<file path="src/rtl/fr_pkg.sv">
package fr_pkg;

    typedef enum logic [1:0] {
        ST_IDLE = 2'd0,
        ST_RUN  = 2'd1,
        ST_DONE = 2'd2
    } step_state_e;

    // Controller decisions handed to the datapath each cycle
    typedef struct packed {
        logic open_win;   // step accepted this cycle
        logic run;        // compare edge
        logic done;       // window just closed
    } step_ctl_t;

    function automatic logic is_mismatch(input logic ref_bit, input logic smp_bit);
        return ref_bit ^ smp_bit;
    endfunction

endpackage

</file>
<file path="src/rtl/fr_step_ctrl.sv">
module fr_step_ctrl
    import fr_pkg::*;
#(
    parameter int STEPS = 64,
    parameter int WIN_W = 20,
    localparam int IDX_W = $clog2(STEPS)
) (
    input  logic             clk,
    input  logic             rst,
    input  logic             sweep_clr,
    input  logic             step_start,
    input  logic [WIN_W-1:0] win_len,
    output step_ctl_t        ctl,
    output logic [IDX_W:0]   step_idx,
    output logic             full
);

    localparam logic [IDX_W:0] LAST_IDX = (IDX_W+1)'(STEPS);

    step_state_e      state;
    logic [WIN_W-1:0] remain;
    logic             accept;

    assign full   = (step_idx == LAST_IDX);
    assign accept = (state == ST_IDLE) && step_start && !sweep_clr
                    && !full && (win_len != '0);

    always_comb begin
        ctl.open_win = accept;
        ctl.run      = (state == ST_RUN);
        ctl.done     = (state == ST_DONE);
    end

    always_ff @(posedge clk) begin
        if (rst) begin
            state    <= ST_IDLE;
            remain   <= '0;
            step_idx <= '0;
        end else if (sweep_clr) begin
            state    <= ST_IDLE;
            remain   <= '0;
            step_idx <= '0;
        end else begin
            case (state)
                ST_IDLE: if (accept) begin
                    state  <= ST_RUN;
                    remain <= win_len;
                end
                ST_RUN: begin
                    remain <= remain - 1'b1;
                    if (remain == WIN_W'(1)) state <= ST_DONE;
                end
                ST_DONE: begin
                    state    <= ST_IDLE;
                    step_idx <= step_idx + 1'b1;
                end
                default: state <= ST_IDLE;
            endcase
        end
    end

    // a window never closes on a full sweep
    assert_no_done_when_full_R9: assert property (@(posedge clk) disable iff (rst)
        ctl.done |-> !full);

    // a step request is never taken while one is running
    assert_no_restart_R6: assert property (@(posedge clk) disable iff (rst)
        (ctl.run || ctl.done) |-> !ctl.open_win);

endmodule

</file>
<file path="src/rtl/fr_err_acc.sv">
module fr_err_acc
    import fr_pkg::*;
#(
    parameter int CNT_W = 16
) (
    input  logic             clk,
    input  logic             rst,
    input  step_ctl_t        ctl,
    input  logic             ref_pre,
    input  logic             path_smp,
    output logic [CNT_W-1:0] err_cnt
);

    localparam logic [CNT_W-1:0] CNT_MAX = '1;

    logic ref_q;
    logic miss;

    assign miss = is_mismatch(ref_q, path_smp);

    always_ff @(posedge clk) begin
        if (rst) begin
            ref_q   <= 1'b0;
            err_cnt <= '0;
        end else begin
            ref_q <= ref_pre;
            if (ctl.open_win)
                err_cnt <= '0;
            else if (ctl.run && miss && (err_cnt != CNT_MAX))
                err_cnt <= err_cnt + 1'b1;
        end
    end

    // a saturated count stays put while the window runs
    assert_sat_hold_R3: assert property (@(posedge clk) disable iff (rst)
        (ctl.run && err_cnt == CNT_MAX) |=> err_cnt == CNT_MAX);

    // outside a window, and not at acceptance, the count is frozen
    assert_frozen_outside_R2: assert property (@(posedge clk) disable iff (rst)
        (!ctl.run && !ctl.open_win) |=> $stable(err_cnt));

    // at most one increment per compared edge
    assert_unit_step_R2: assert property (@(posedge clk) disable iff (rst)
        ctl.run |=> (err_cnt == $past(err_cnt)) || (err_cnt == $past(err_cnt) + 1'b1));

endmodule

</file>
<file path="src/rtl/fr_hist_store.sv">
module fr_hist_store #(
    parameter int STEPS = 64,
    parameter int CNT_W = 16,
    localparam int IDX_W = $clog2(STEPS)
) (
    input  logic             clk,
    input  logic             rst,
    input  logic             sweep_clr,
    input  logic             wr_en,
    input  logic [IDX_W-1:0] wr_idx,
    input  logic [CNT_W-1:0] wr_cnt,
    input  logic [CNT_W-1:0] threshold,
    input  logic [IDX_W-1:0] rd_addr,
    output logic [CNT_W-1:0] rd_data,
    output logic             ff_vld,
    output logic [IDX_W-1:0] ff_idx
);

    logic [CNT_W-1:0] slots [STEPS];

    always_ff @(posedge clk) begin
        if (wr_en) slots[wr_idx] <= wr_cnt;
    end

    always_ff @(posedge clk) begin
        if (rst) rd_data <= '0;
        else     rd_data <= slots[rd_addr];
    end

    always_ff @(posedge clk) begin
        if (rst || sweep_clr) begin
            ff_vld <= 1'b0;
            ff_idx <= '0;
        end else if (wr_en && !ff_vld && (wr_cnt > threshold)) begin
            ff_vld <= 1'b1;
            ff_idx <= wr_idx;
        end
    end

    // once captured, the first failing step is held until a sweep clear
    assert_ff_hold_R7: assert property (@(posedge clk) disable iff (rst)
        (ff_vld && !sweep_clr) |=> ff_vld && $stable(ff_idx));

endmodule

</file>
<file path="src/rtl/fail_rate_hist.sv">
module fail_rate_hist
    import fr_pkg::*;
#(
    parameter int STEPS = 64,
    parameter int CNT_W = 16,
    parameter int WIN_W = 20,
    localparam int IDX_W = $clog2(STEPS)
) (
    input  logic             clk,
    input  logic             rst,
    input  logic             sweep_clr,
    input  logic             step_start,
    input  logic [WIN_W-1:0] win_len,
    input  logic [CNT_W-1:0] threshold,
    input  logic             ref_pre,
    input  logic             path_smp,
    output logic             busy,
    output logic             step_done,
    output logic [IDX_W:0]   cur_step,
    output logic             sweep_full,
    output logic [CNT_W-1:0] last_count,
    output logic             first_fail_vld,
    output logic [IDX_W-1:0] first_fail_idx,
    input  logic [IDX_W-1:0] rd_addr,
    output logic [CNT_W-1:0] rd_data
);

    step_ctl_t ctl;
    logic      wr_en;

    fr_step_ctrl #(.STEPS(STEPS), .WIN_W(WIN_W)) u_ctrl (
        .clk        (clk),
        .rst        (rst),
        .sweep_clr  (sweep_clr),
        .step_start (step_start),
        .win_len    (win_len),
        .ctl        (ctl),
        .step_idx   (cur_step),
        .full       (sweep_full)
    );

    fr_err_acc #(.CNT_W(CNT_W)) u_acc (
        .clk      (clk),
        .rst      (rst),
        .ctl      (ctl),
        .ref_pre  (ref_pre),
        .path_smp (path_smp),
        .err_cnt  (last_count)
    );

    assign wr_en = ctl.done && !sweep_clr;

    fr_hist_store #(.STEPS(STEPS), .CNT_W(CNT_W)) u_store (
        .clk       (clk),
        .rst       (rst),
        .sweep_clr (sweep_clr),
        .wr_en     (wr_en),
        .wr_idx    (cur_step[IDX_W-1:0]),
        .wr_cnt    (last_count),
        .threshold (threshold),
        .rd_addr   (rd_addr),
        .rd_data   (rd_data),
        .ff_vld    (first_fail_vld),
        .ff_idx    (first_fail_idx)
    );

    assign busy      = ctl.run;
    assign step_done = ctl.done;

    // window close is a single-cycle pulse, never overlapping busy
    assert_done_pulse_R4: assert property (@(posedge clk) disable iff (rst)
        step_done |=> !step_done && !busy);

    // each written step advances the step index by one
    assert_idx_advance_R5: assert property (@(posedge clk) disable iff (rst)
        wr_en |=> cur_step == $past(cur_step) + 1'b1);

    // a sweep clear returns the step index to zero
    assert_clr_zero_R8: assert property (@(posedge clk) disable iff (rst)
        sweep_clr |=> cur_step == '0 && !busy && !step_done);

endmodule

</file>
<file path="config.mk">
export PLATFORM = sky130hd
export DESIGN_NAME = fail_rate_hist
export DESIGN_NICKNAME = d
export VERILOG_FILES = /design/src/rtl/fr_pkg.sv /design/src/rtl/fr_step_ctrl.sv /design/src/rtl/fr_err_acc.sv /design/src/rtl/fr_hist_store.sv /design/src/rtl/fail_rate_hist.sv
export SDC_FILE = /design/constraint.sdc
export NUM_CORES = 1
export LEC_CHECK = 0
export BUFFER_PORTS_ARGS = -buffer_cell sky130_fd_sc_hd__buf_2
export CORE_AREA = 2 2 537 272
export DETAILED_ROUTE_END_ITERATION = 6
export DIE_AREA = 0 0 539 274
export PLACE_DENSITY = 0.55
export SLEW_MARGIN = 20
export SYNTH_ARGS = -nofsm -noshare
export SYNTH_HDL_FRONTEND = slang
export SYNTH_SLANG_ARGS = --single-unit
</file>
<file path="constraint.sdc">
create_clock -name clk -period 7.2 [get_ports clk]
set_input_delay 0.36 -clock clk [delete_from_list [all_inputs] [get_ports clk]]
set_output_delay 0.36 -clock clk [all_outputs]
set_load 0.1 [all_outputs]
</file>
# After elaboration in Yosys (flattened, before gate mapping)
# Memories as Yosys holds them, arrays and structs flattened. A register that Yosys moved wholly into a read port is not among the register bits.
# Index checks and enable logic that the tools add are counted.
[totals]
n_memories = 1
output_inout_bits = 49
elab_cells = 47
romBits = 0
ram_bits = 1024
reg_bits = 53
latch_bits = 0
[memory_table]
columns = ["memory", "depth", "width", "rd", "rd_clocked_by_memory_dff", "wr", "line", "text"]
rows = [
  ["u_store.slots", 64, 16, 1, 1, 1, "fr_hist_store.sv:19", "logic [CNT_W-1:0] slots [STEPS];"],
]
[op_classes]
n_eq_ne = 7
shift = 0
n_mul = 0
div_mod_pow = 0
order_cmp = 1
reduce_logical = 20
n_mux = 7
bitwise = 1
n_addsub = 3
[ops]
columns = ["operator", "n"]
rows = [
  ["$pmux 20 s2", 1],
  ["$eq 20x1->1 const B", 1],
  ["$mux 20", 1],
  ["$reduce_bool 20->1", 1],
  ["$sub 20x1->20 const B", 1],
  ["$add 16x1->16 const B", 1],
  ["$gt 16x16->1", 1],
  ["$ne 16x16->1 const B", 1],
  ["$logic_and 1x1->1", 9],
  ["$add 7x1->7 const B", 1],
  ["$eq 7x7->1 const B", 1],
  ["$mux 2", 2],
  ["$ne 2x1->1 const B", 2],
  ["$pmux 2 s2", 1],
  ["$reduce_and 2->1", 2],
  ["$reduce_or 2->1", 2],
  ["$logic_not 1->1", 3],
  ["$eq 2x1->1 const B", 1],
  ["$eq 2x2->1 const B", 1],
  ["$logic_not 2->1", 1],
  ["$mux 1", 2],
  ["$reduce_bool 2->1", 1],
  ["$logic_or 1x1->1", 1],
  ["$xor 1x1->1", 1],
]

# Depth between registers and ports, before layout
# Gate-level depths: netlist of run 1.
[logic_depth]
word_depth = 7
depth_mapped = 10
mapped_depth_nobuf = 8

# Cells and area by module
# A second synthesis of run 1 with hierarchy kept.
[hier_totals]
cells_unflattened = 2159
hier_area_um2 = 43229.0
[modules_own_cells]
columns = ["mod", "area_per_inst_um2", "cells_per_inst", "n_inst"]
rows = [
  ["fr_hist_store", 40674.0, 1852, 1],
  ["fr_step_ctrl", 1642.8, 202, 1],
  ["fr_err_acc", 898.4, 104, 1],
  ["fail_rate_hist", 13.8, 1, 1],
]

# Least setup slack after synthesis of run 1
# No wires, ideal clock.
[synth_timing]
kind = "reg-to-reg"
startpoint = "reg u_acc.err_cnt[9]"
endpoint = "reg u_store.ff_idx[0]"
t_arrival_ns = 3.692
setup_time_ns = 0.071
t_required_ns = 7.129
period_less_slack_ns = 3.763
path_stages_with_launch = 8
path_slack_ns = 3.437
path_buffers = 0
cell_sequence = "dfxtp_1 -> ha_1 -> a21o_1 -> a21o_1 -> a221o_1 -> a2111oi_2 -> o21ai_0 -> a21oi_1"
[synth_via]
elab_chain_cells = 2
[synth_rtl]
columns = ["item", "line", "text"]
rows = [
  ["start, declared", "fr_err_acc.sv:11", "output logic [CNT_W-1:0] err_cnt"],
  ["start signal, assigned", "fr_err_acc.sv:30", "err_cnt <= err_cnt + 1'b1;"],
  ["$gt 16x16->1", "fr_hist_store.sv:34", "end else if (wr_en && !ff_vld && (wr_cnt > threshold)) begin"],
  ["$logic_and 1x1->1", "fr_hist_store.sv:34", ""],
  ["end signal, assigned", "fr_hist_store.sv:36", "ff_idx <= wr_idx;"],
  ["end, declared", "fr_hist_store.sv:16", "output logic [IDX_W-1:0] ff_idx"],
]
# No other way between the ends.
# A chain may end at the register's enable or synchronous reset.

==> summary.txt, run 1 <==
STA
  • Max Clk Rate: 279 MHz
  • Worst slew pin tran: 1.12 ns
  • Max-slew violation count: 0
  • Total Neg Setup Slack: 0 ns
  • Minimum clock period: 3.59 ns
  • RSZ-0062 raised after global routing: false
  • Period utilization: 0.498
  • Min setup slack post-route: 3.61 ns
  • Final hold vios: 0
  • Finish-stage setup viols: 0
  • Hold slack: 0.110 ns
  • Worst slew margin: 0.251
  • Clock skew: 0.0466 ns

Min path
  • Min-Delay Path Depth: 2
  • Worst Hold Endpoint: u_acc.ref_q
  • Hold path start: rst
  • Hold crit path type: input port to register

Routing
  • DRC errors left: 1
  • Iter 0 DRT Violations: 3,498
  • DR vias/cell: 5.30
  • Post-Route WL: 126,000 um
  • Routed via count: 22,900
  • Pre-antenna DRT Iters: 7
  • Detail Route Antenna Nets: 0
  • DR WL/cell: 29.2 um

Global routing
  • Initial antenna violation count: 17
  • GRT Residual Overflow: 0
  • Pin count of the biggest net entering global routing: 107
  • Global-route wire length before repair: 174,000 um
  • GRT Overall Usage: 0.167
  • Vias in the first global route: 22,100

Die
  • Core area: 0.144 sq mm
  • DIE AREA: 0.148 sq mm
  • Ports: 97
  • Starting density of the core: 0.297
  • Row cnt: 99
  • Die H: 274 um
  • Die Width: 539 um

Power
  • Max VDD drop: 0.185 mV
  • Total Power: 12.5 mW
  • P_leak: 16.4 nW
  • Pwr dens: 255 mW/mm^2

Setup path
  • Worst r2r src: u_acc.err_cnt[1]
  • CP Max Fanout: 33
  • Required @ worst endpoint: 7.85 ns
  • CP cell instances: buf_4 > buf_4 > nor2b_1 > buf_4 > nand2b_1 > o22ai_1 > a211oi_1 > o21ai_0 > nand2_1
  • Endpoint class of the critical path: register
  • CP max-delay cell: a211oi_1
  • Worst reg2reg setup slack: 4.03 ns
  • CP most frequent cell: buf_4
  • Nature of the critical path startpoint: input port
  • Worst reg2reg path depth: 7
  • Worst setup path class: input port to register
  • CP Launch Point: rd_addr[4]
  • CP arrival: 4.23 ns
  • Reg-to-reg endpoint: u_store.ff_idx[1]
  • Crit path largest cell delay: 0.89 ns

Layout
  • Fraction of layout cells with a size suffix above 1: 0.267
  • Post-route cell area: 0.0490 sq mm
  • Area growth syn-to-layout: 14.9%
  • Final core occ: 0.341
  • Nets: 2,382
  • Post-Layout Cell Count: 4,313

Yosys
  • Leading area contributor after synthesis: edfxtp_1
  • Ys Warns: 0
  • Synth top area share: 0.720
  • Main area contributors after synthesis: edfxtp_1 72%, mux4_2 14%, dfxtp_1 3.2%
  • Compound-Gate Fraction of Synth Area: 0.0317
  • Post-Synth Adder-Cell Area: 0.00616
  • Synth Area in XOR/XNOR: 0.00390
  • Synthesized flop and latch total: 1,093
  • Netlist cell types: 56
  • Post-synthesis area per instance: 20.2 sq um
  • Async set-or-reset flop fraction in the synthesized netlist: 0
  • Post-Synth Simple-Gate Area: 0.0329
  • Post-Syn Instances: 2,112
  • Mux contribution to synthesized area: 0.156
  • Mapped cell area: 0.0427 sq mm
  • Post-synth top flop: edfxtp_1
  • Syn Nets: 2,181
  • Largest family of logic cells by synthesized area: multiplexers
  • EDFF count, synth: 1,024
  • Sequential-to-total area share from yosys stat: 0.753

Clock network
  • Clock Latency Late Sink: 0.72 ns
  • Clock tree from TritonCTS: done
  • CTS Buf Count: 90
  • Clock tree buffer depth: 3
  • Hold buffers post-CTS: 21
  • Root buf cell: clkbuf_16
  • Clock transition time at the flip-flop clock pins of the worst setup and hold paths: 0.07 ns
  • Sink Count: 1,093
  • # Post-CTS Setup Buffers: 0
  • H-tree levels: 3
  • Post-CTS sizing: 0

Placed design
  • IO buf count: 96
  • Worst slack, placed: 3.18 ns
  • Area after DPL: 0.0458 sq mm
  • DP HPWL: 79,200 um
  • GP Congestion: 0.873
  • Post-placement cell count: 4,119

Outcome
  • Failing checks: DRC
  • Status: finished with violations

Flow run
  • Max-cap violations: 0
## cells in the final DEF (no fill, tap or decap), types with 27 or more instances in the layout
cell type,n
mux2i_1,53
mux4_2,264
clkbuf_16,90
nor2_1,135
buf_2,92
nand2_1,45
a21oi_1,66
buf_4,95
o21ai_0,40
clkbuf_1,28
dfxtp_1,53
inv_1,27
edfxtp_1,1024
## worst max path at each step
stage / endpoint / slack (ns) / cells after the start
after floorplan: u_store.ff_idx[0] / 3.44 / 7
after global placement: u_store.rd_data[3] / 2.75 / 9
after detailed placement: u_store.rd_data[11] / 3.18 / 9
after CTS: u_store.rd_data[11] / 3.94 / 9
after global routing: u_store.rd_data[6] / 3.73 / 9
final: u_store.rd_data[11] / 3.61 / 9
## cell families (layout without fill, tap and decap cells)
kind of cell	Yosys count	count (layout)
XOR/XNOR	19	19
flip-flops	1093	1093
other	0	5
AO/OA/AOI/OAI	211	211
AND/OR/NAND/NOR	301	301
adder cells (fa/ha/maj)	21	21
multiplexers	334	334
buffers and inverters	133	410
## sequential cells by signal (all words and copies together) (netlist names)
name             cells
u_store.slots     1024
u_acc.err_cnt       16
u_ctrl.state         2
u_ctrl.remain       20
u_acc.ref_q          1
u_store.ff_idx       6
u_store.rd_data     16
u_store.ff_vld       1
u_ctrl.step_idx      7
## critical path, delay by kind of cell
kind | cells | cell delay (ns)
AOI/OAI and AO/OA | 3 | 1.45
and+or+nand+nor | 3 | 1.00
buffers and inverters | 3 | 1.36
## routing by layer
layer	vias up	part of all wire	track usage	wire length (um)
met5	-	0.00027	0	34
met4	6	0.018	0.0360	2290
met3	162	0.14	0.0705	17100
met2	1351	0.39	0.214	48900
met1	12200	0.46	0.256	57500
li1	9127	-	-	-
## power by group
| part | total [mW] | internal [mW] | switching [mW] |
|---|---|---|---|
| Combinational | 0.595 | 0.210 | 0.385 |
| Clock | 5.05 | 2.69 | 2.36 |
| Sequential | 6.87 | 6.85 | 0.0184 |
## synth_stat cells, types with 4 or more instances
cell and number:
nand2_1 45, nor2_1 141, dfxtp_1 69, nor4_1 9, a21oi_1 67, o21ai_0 40
mux2_2 15, clkbuf_1 31, o22ai_1 12, nor2b_1 15, or3_1 13, mux4_2 264
o221ai_1 19, buf_6 10, o211ai_1 11, xnor2_1 11, buf_4 22, ha_1 21
a211oi_1 19, nand3b_1 4, buf_2 37, o21ai_1 4, nand3_1 22, nand2b_1 9
nand4_1 8, a22oi_1 11, inv_1 27, nor3_1 16, buf_1 6, o311ai_0 5
a21o_1 4, mux2i_1 55, a31oi_1 4, or2_2 6, and4_1 4, xor2_1 8
edfxtp_1 1024
## cell type report
class,instances,area [sq um]
clock buffers,123,2430
multi-input cells,886,9890
flip-flops and latches,1093,32200
diodes,5,12.5
fillers,13400,94900
clock inverters,45,539
repair buffers,215,1510
inverters,27,101
well taps,1919,2400
Power figures use the tool's default switching activity.
==> inputs of run 2 (changes only) <==
Settings changed: PLACE_DENSITY 0.55 to 0.57.
Clock period 7.2 ns to 3 ns, I/O delays scaled along.
==> summary.txt, run 2 (synthesized netlist as in run 1, its figures left out) <==
Die
  • Ports: 97
  • Die Width: 539 um
  • DIE AREA: 0.148 sq mm
  • Core area: 0.144 sq mm
  • Starting density of the core: 0.297
  • Die H: 274 um
  • Row cnt: 99

Setup path
  • Worst reg2reg path depth: 5
  • CP cell instances: dlygate4sd3_1 > buf_2 > buf_12 > and2_1 > buf_4 > a22oi_1 > o211ai_1 > o21ai_1
  • Required @ worst endpoint: 3.62 ns
  • Worst reg2reg setup slack: 0.40 ns
  • CP Max Fanout: 36
  • Reg-to-reg endpoint: u_acc.err_cnt[11]
  • CP max-delay cell: a22oi_1
  • Nature of the critical path startpoint: input port
  • Worst setup path class: input port to register
  • CP arrival: 3.37 ns
  • Worst r2r src: u_ctrl.step_idx[5]
  • Endpoint class of the critical path: register
  • Crit path largest cell delay: 0.98 ns

Global routing
  • GRT Overall Usage: 0.166
  • GRT Residual Overflow: 0
  • Global-route wire length before repair: 174,000 um
  • Initial antenna violation count: 11
  • Pin count of the biggest net entering global routing: 71
  • Vias in the first global route: 22,400

STA
  • RSZ-0062 raised after global routing: false
  • Minimum clock period: 2.76 ns
  • Worst slew pin tran: 1.23 ns
  • Clock skew: 0.0396 ns
  • Max-slew violation count: 0
  • Period utilization: 0.918
  • Max Clk Rate: 363 MHz
  • Finish-stage setup viols: 0
  • Worst slew margin: 0.181
  • Final hold vios: 0

Min path
  • Min-Delay Path Depth: 6
  • Worst Hold Endpoint: u_acc.err_cnt[3]
  • Hold path start: path_smp
  • Hold crit path type: input port to register

Layout
  • Footprint of the multi-input gates: 0.00988 sq mm
  • Final core occ: 0.345
  • Most common cell after layout, fill and taps aside: edfxtp_1
  • Nets: 2,465
  • Fraction of layout cells with a size suffix above 1: 0.291
  • Sequential Area: 0.0322 sq mm
  • Most frequent cells in the layout: 1,024 x edfxtp_1, 264 x mux4_2, 161 x buf_4
  • Ant diodes: 0
  • Biggest register: u_store.slots
  • Post-Layout Cell Count: 4,386
  • Area growth syn-to-layout: 16.4%
  • Fillers: 13,400
  • Max reg flops: 1,024
  • Largest registers: u_store.slots x1024, u_ctrl.remain x20

Power
  • Max VDD drop: 0.506 mV
  • P_leak: 16.8 nW
  • Pwr dens: 600 mW/mm^2
  • Gate power share: 0.054
  • Clock network fraction of design power: 0.394
  • NetSw: 6.66 mW
  • Internal Pwr Total: 23.2 mW
  • Reg power frac: 0.553
  • Sw frac: 0.223

Routing
  • Pre-antenna DRT Iters: 7
  • DR vias/cell: 5.26
  • DRC errors left: 0
  • Post-Route WL: 124,000 um
  • Iter 0 DRT Violations: 3,684
  • DR WL/cell: 28.3 um
  • Routed via count: 23,100
  • Detail Route Antenna Nets: 0

Clock network
  • # Post-CTS Setup Buffers: 0
  • CTS Buf Count: 90
  • Post-CTS sizing: 0
  • Clock tree from TritonCTS: done
  • Clock tree buffer depth: 3
  • Clock Latency Late Sink: 0.70 ns
  • Hold buffers post-CTS: 24
  • Sink Count: 1,093
  • Clock transition time at the flip-flop clock pins of the worst setup and hold paths: 0.06 ns
  • Root buf cell: clkbuf_16
  • H-tree levels: 3

Placed design
  • GP Congestion: 0.897
  • DP HPWL: 81,800 um
  • IO buf count: 96
  • Post-placement cell count: 4,199

Flow run
  • Max-cap violations: 0

Outcome
  • Status: finished, final reports clean
run 2: cell count changes in the layout (fill, tap and decap cells not counted), moves of 4 or more:
cell and delta:
buf_12 +14, buf_4 +66, clkbuf_1 -9, clkbuf_8 -4, clkinv_1 +7, diode_2 -5
run 2: area by class of cell:
| cell class | instances | area share |
|---|---|---|
| flip-flops and latches | 1093 | 0.647 |
| inverters | 27 | 0.00204 |
| well taps | 1919 | 0.0483 |
| clock buffers | 110 | 0.0470 |
| clock inverters | 53 | 0.00992 |
| multi-input cells | 886 | 0.199 |
| repair buffers | 298 | 0.0465 |
run 2: metrics by stage:
step           hold slack (ns)  area (sq um)  TNS (ns)  worst slack (ns)  total power [mW]
6_report                0.0985         49700         0             0.245              29.8
5_1_grt                 0.0744         49700         0             0.185              30.7
4_1_cts                 0.0330         49700         0             0.289              30.0
3_5_place_dp             0.381         46600         0            0.0917              18.4
3_3_place_gp             0.373         46600         0            0.0509              18.4
2_1_floorplan            0.222         42700    -0.690          -0.00863              17.8
run 2: power by group through the flow:
stage | Sequential [mW] | Clock [mW] | Combinational (mW)
floorplan | 17.0 | 0 | 0.797
global placement | 16.8 | 0 | 1.54
detailed placement | 16.8 | 0 | 1.55
CTS | 16.5 | 11.9 | 1.58
global route | 16.5 | 12.5 | 1.67
finish | 16.5 | 11.7 | 1.60
run 2: worst max path at each step:
stage / slack (ns) / cells past startpoint / endpoint / startpoint
3_3_place_gp: 0.05 / 8 / u_store.rd_data[13] / rd_addr[1]
2_1_floorplan: -0.009 / 4 / u_store.slots[34][0] / u_ctrl.step_idx[5]
5_1_grt: 0.18 / 8 / u_store.ff_idx[3] / u_acc.err_cnt[0]
3_5_place_dp: 0.09 / 8 / u_store.rd_data[13] / rd_addr[1]
6_report: 0.24 / 8 / u_store.rd_data[10] / rd_addr[3]
4_1_cts: 0.29 / 3 / last_count[4] / u_acc.err_cnt[4]
run 2: metal layers:
| layer | track usage | wire length [um] | vias up |
|---|---|---|---|
| li1 | - | - | 9271 |
| met1 | 0.255 | 56200 | 12400 |
| met2 | 0.221 | 49500 | 1297 |
| met3 | 0.0633 | 16800 | 151 |
| met4 | 0.0307 | 1770 | 4 |
| met5 | 0 | 22 | - |
run 2: critical path, delay by kind of cell:
kind | cells | cell delay [ns]
buffers and inverters | 4 | 1.14
AOI/OAI and AO/OA | 3 | 1.63
and+or+nand+nor | 1 | 0.35
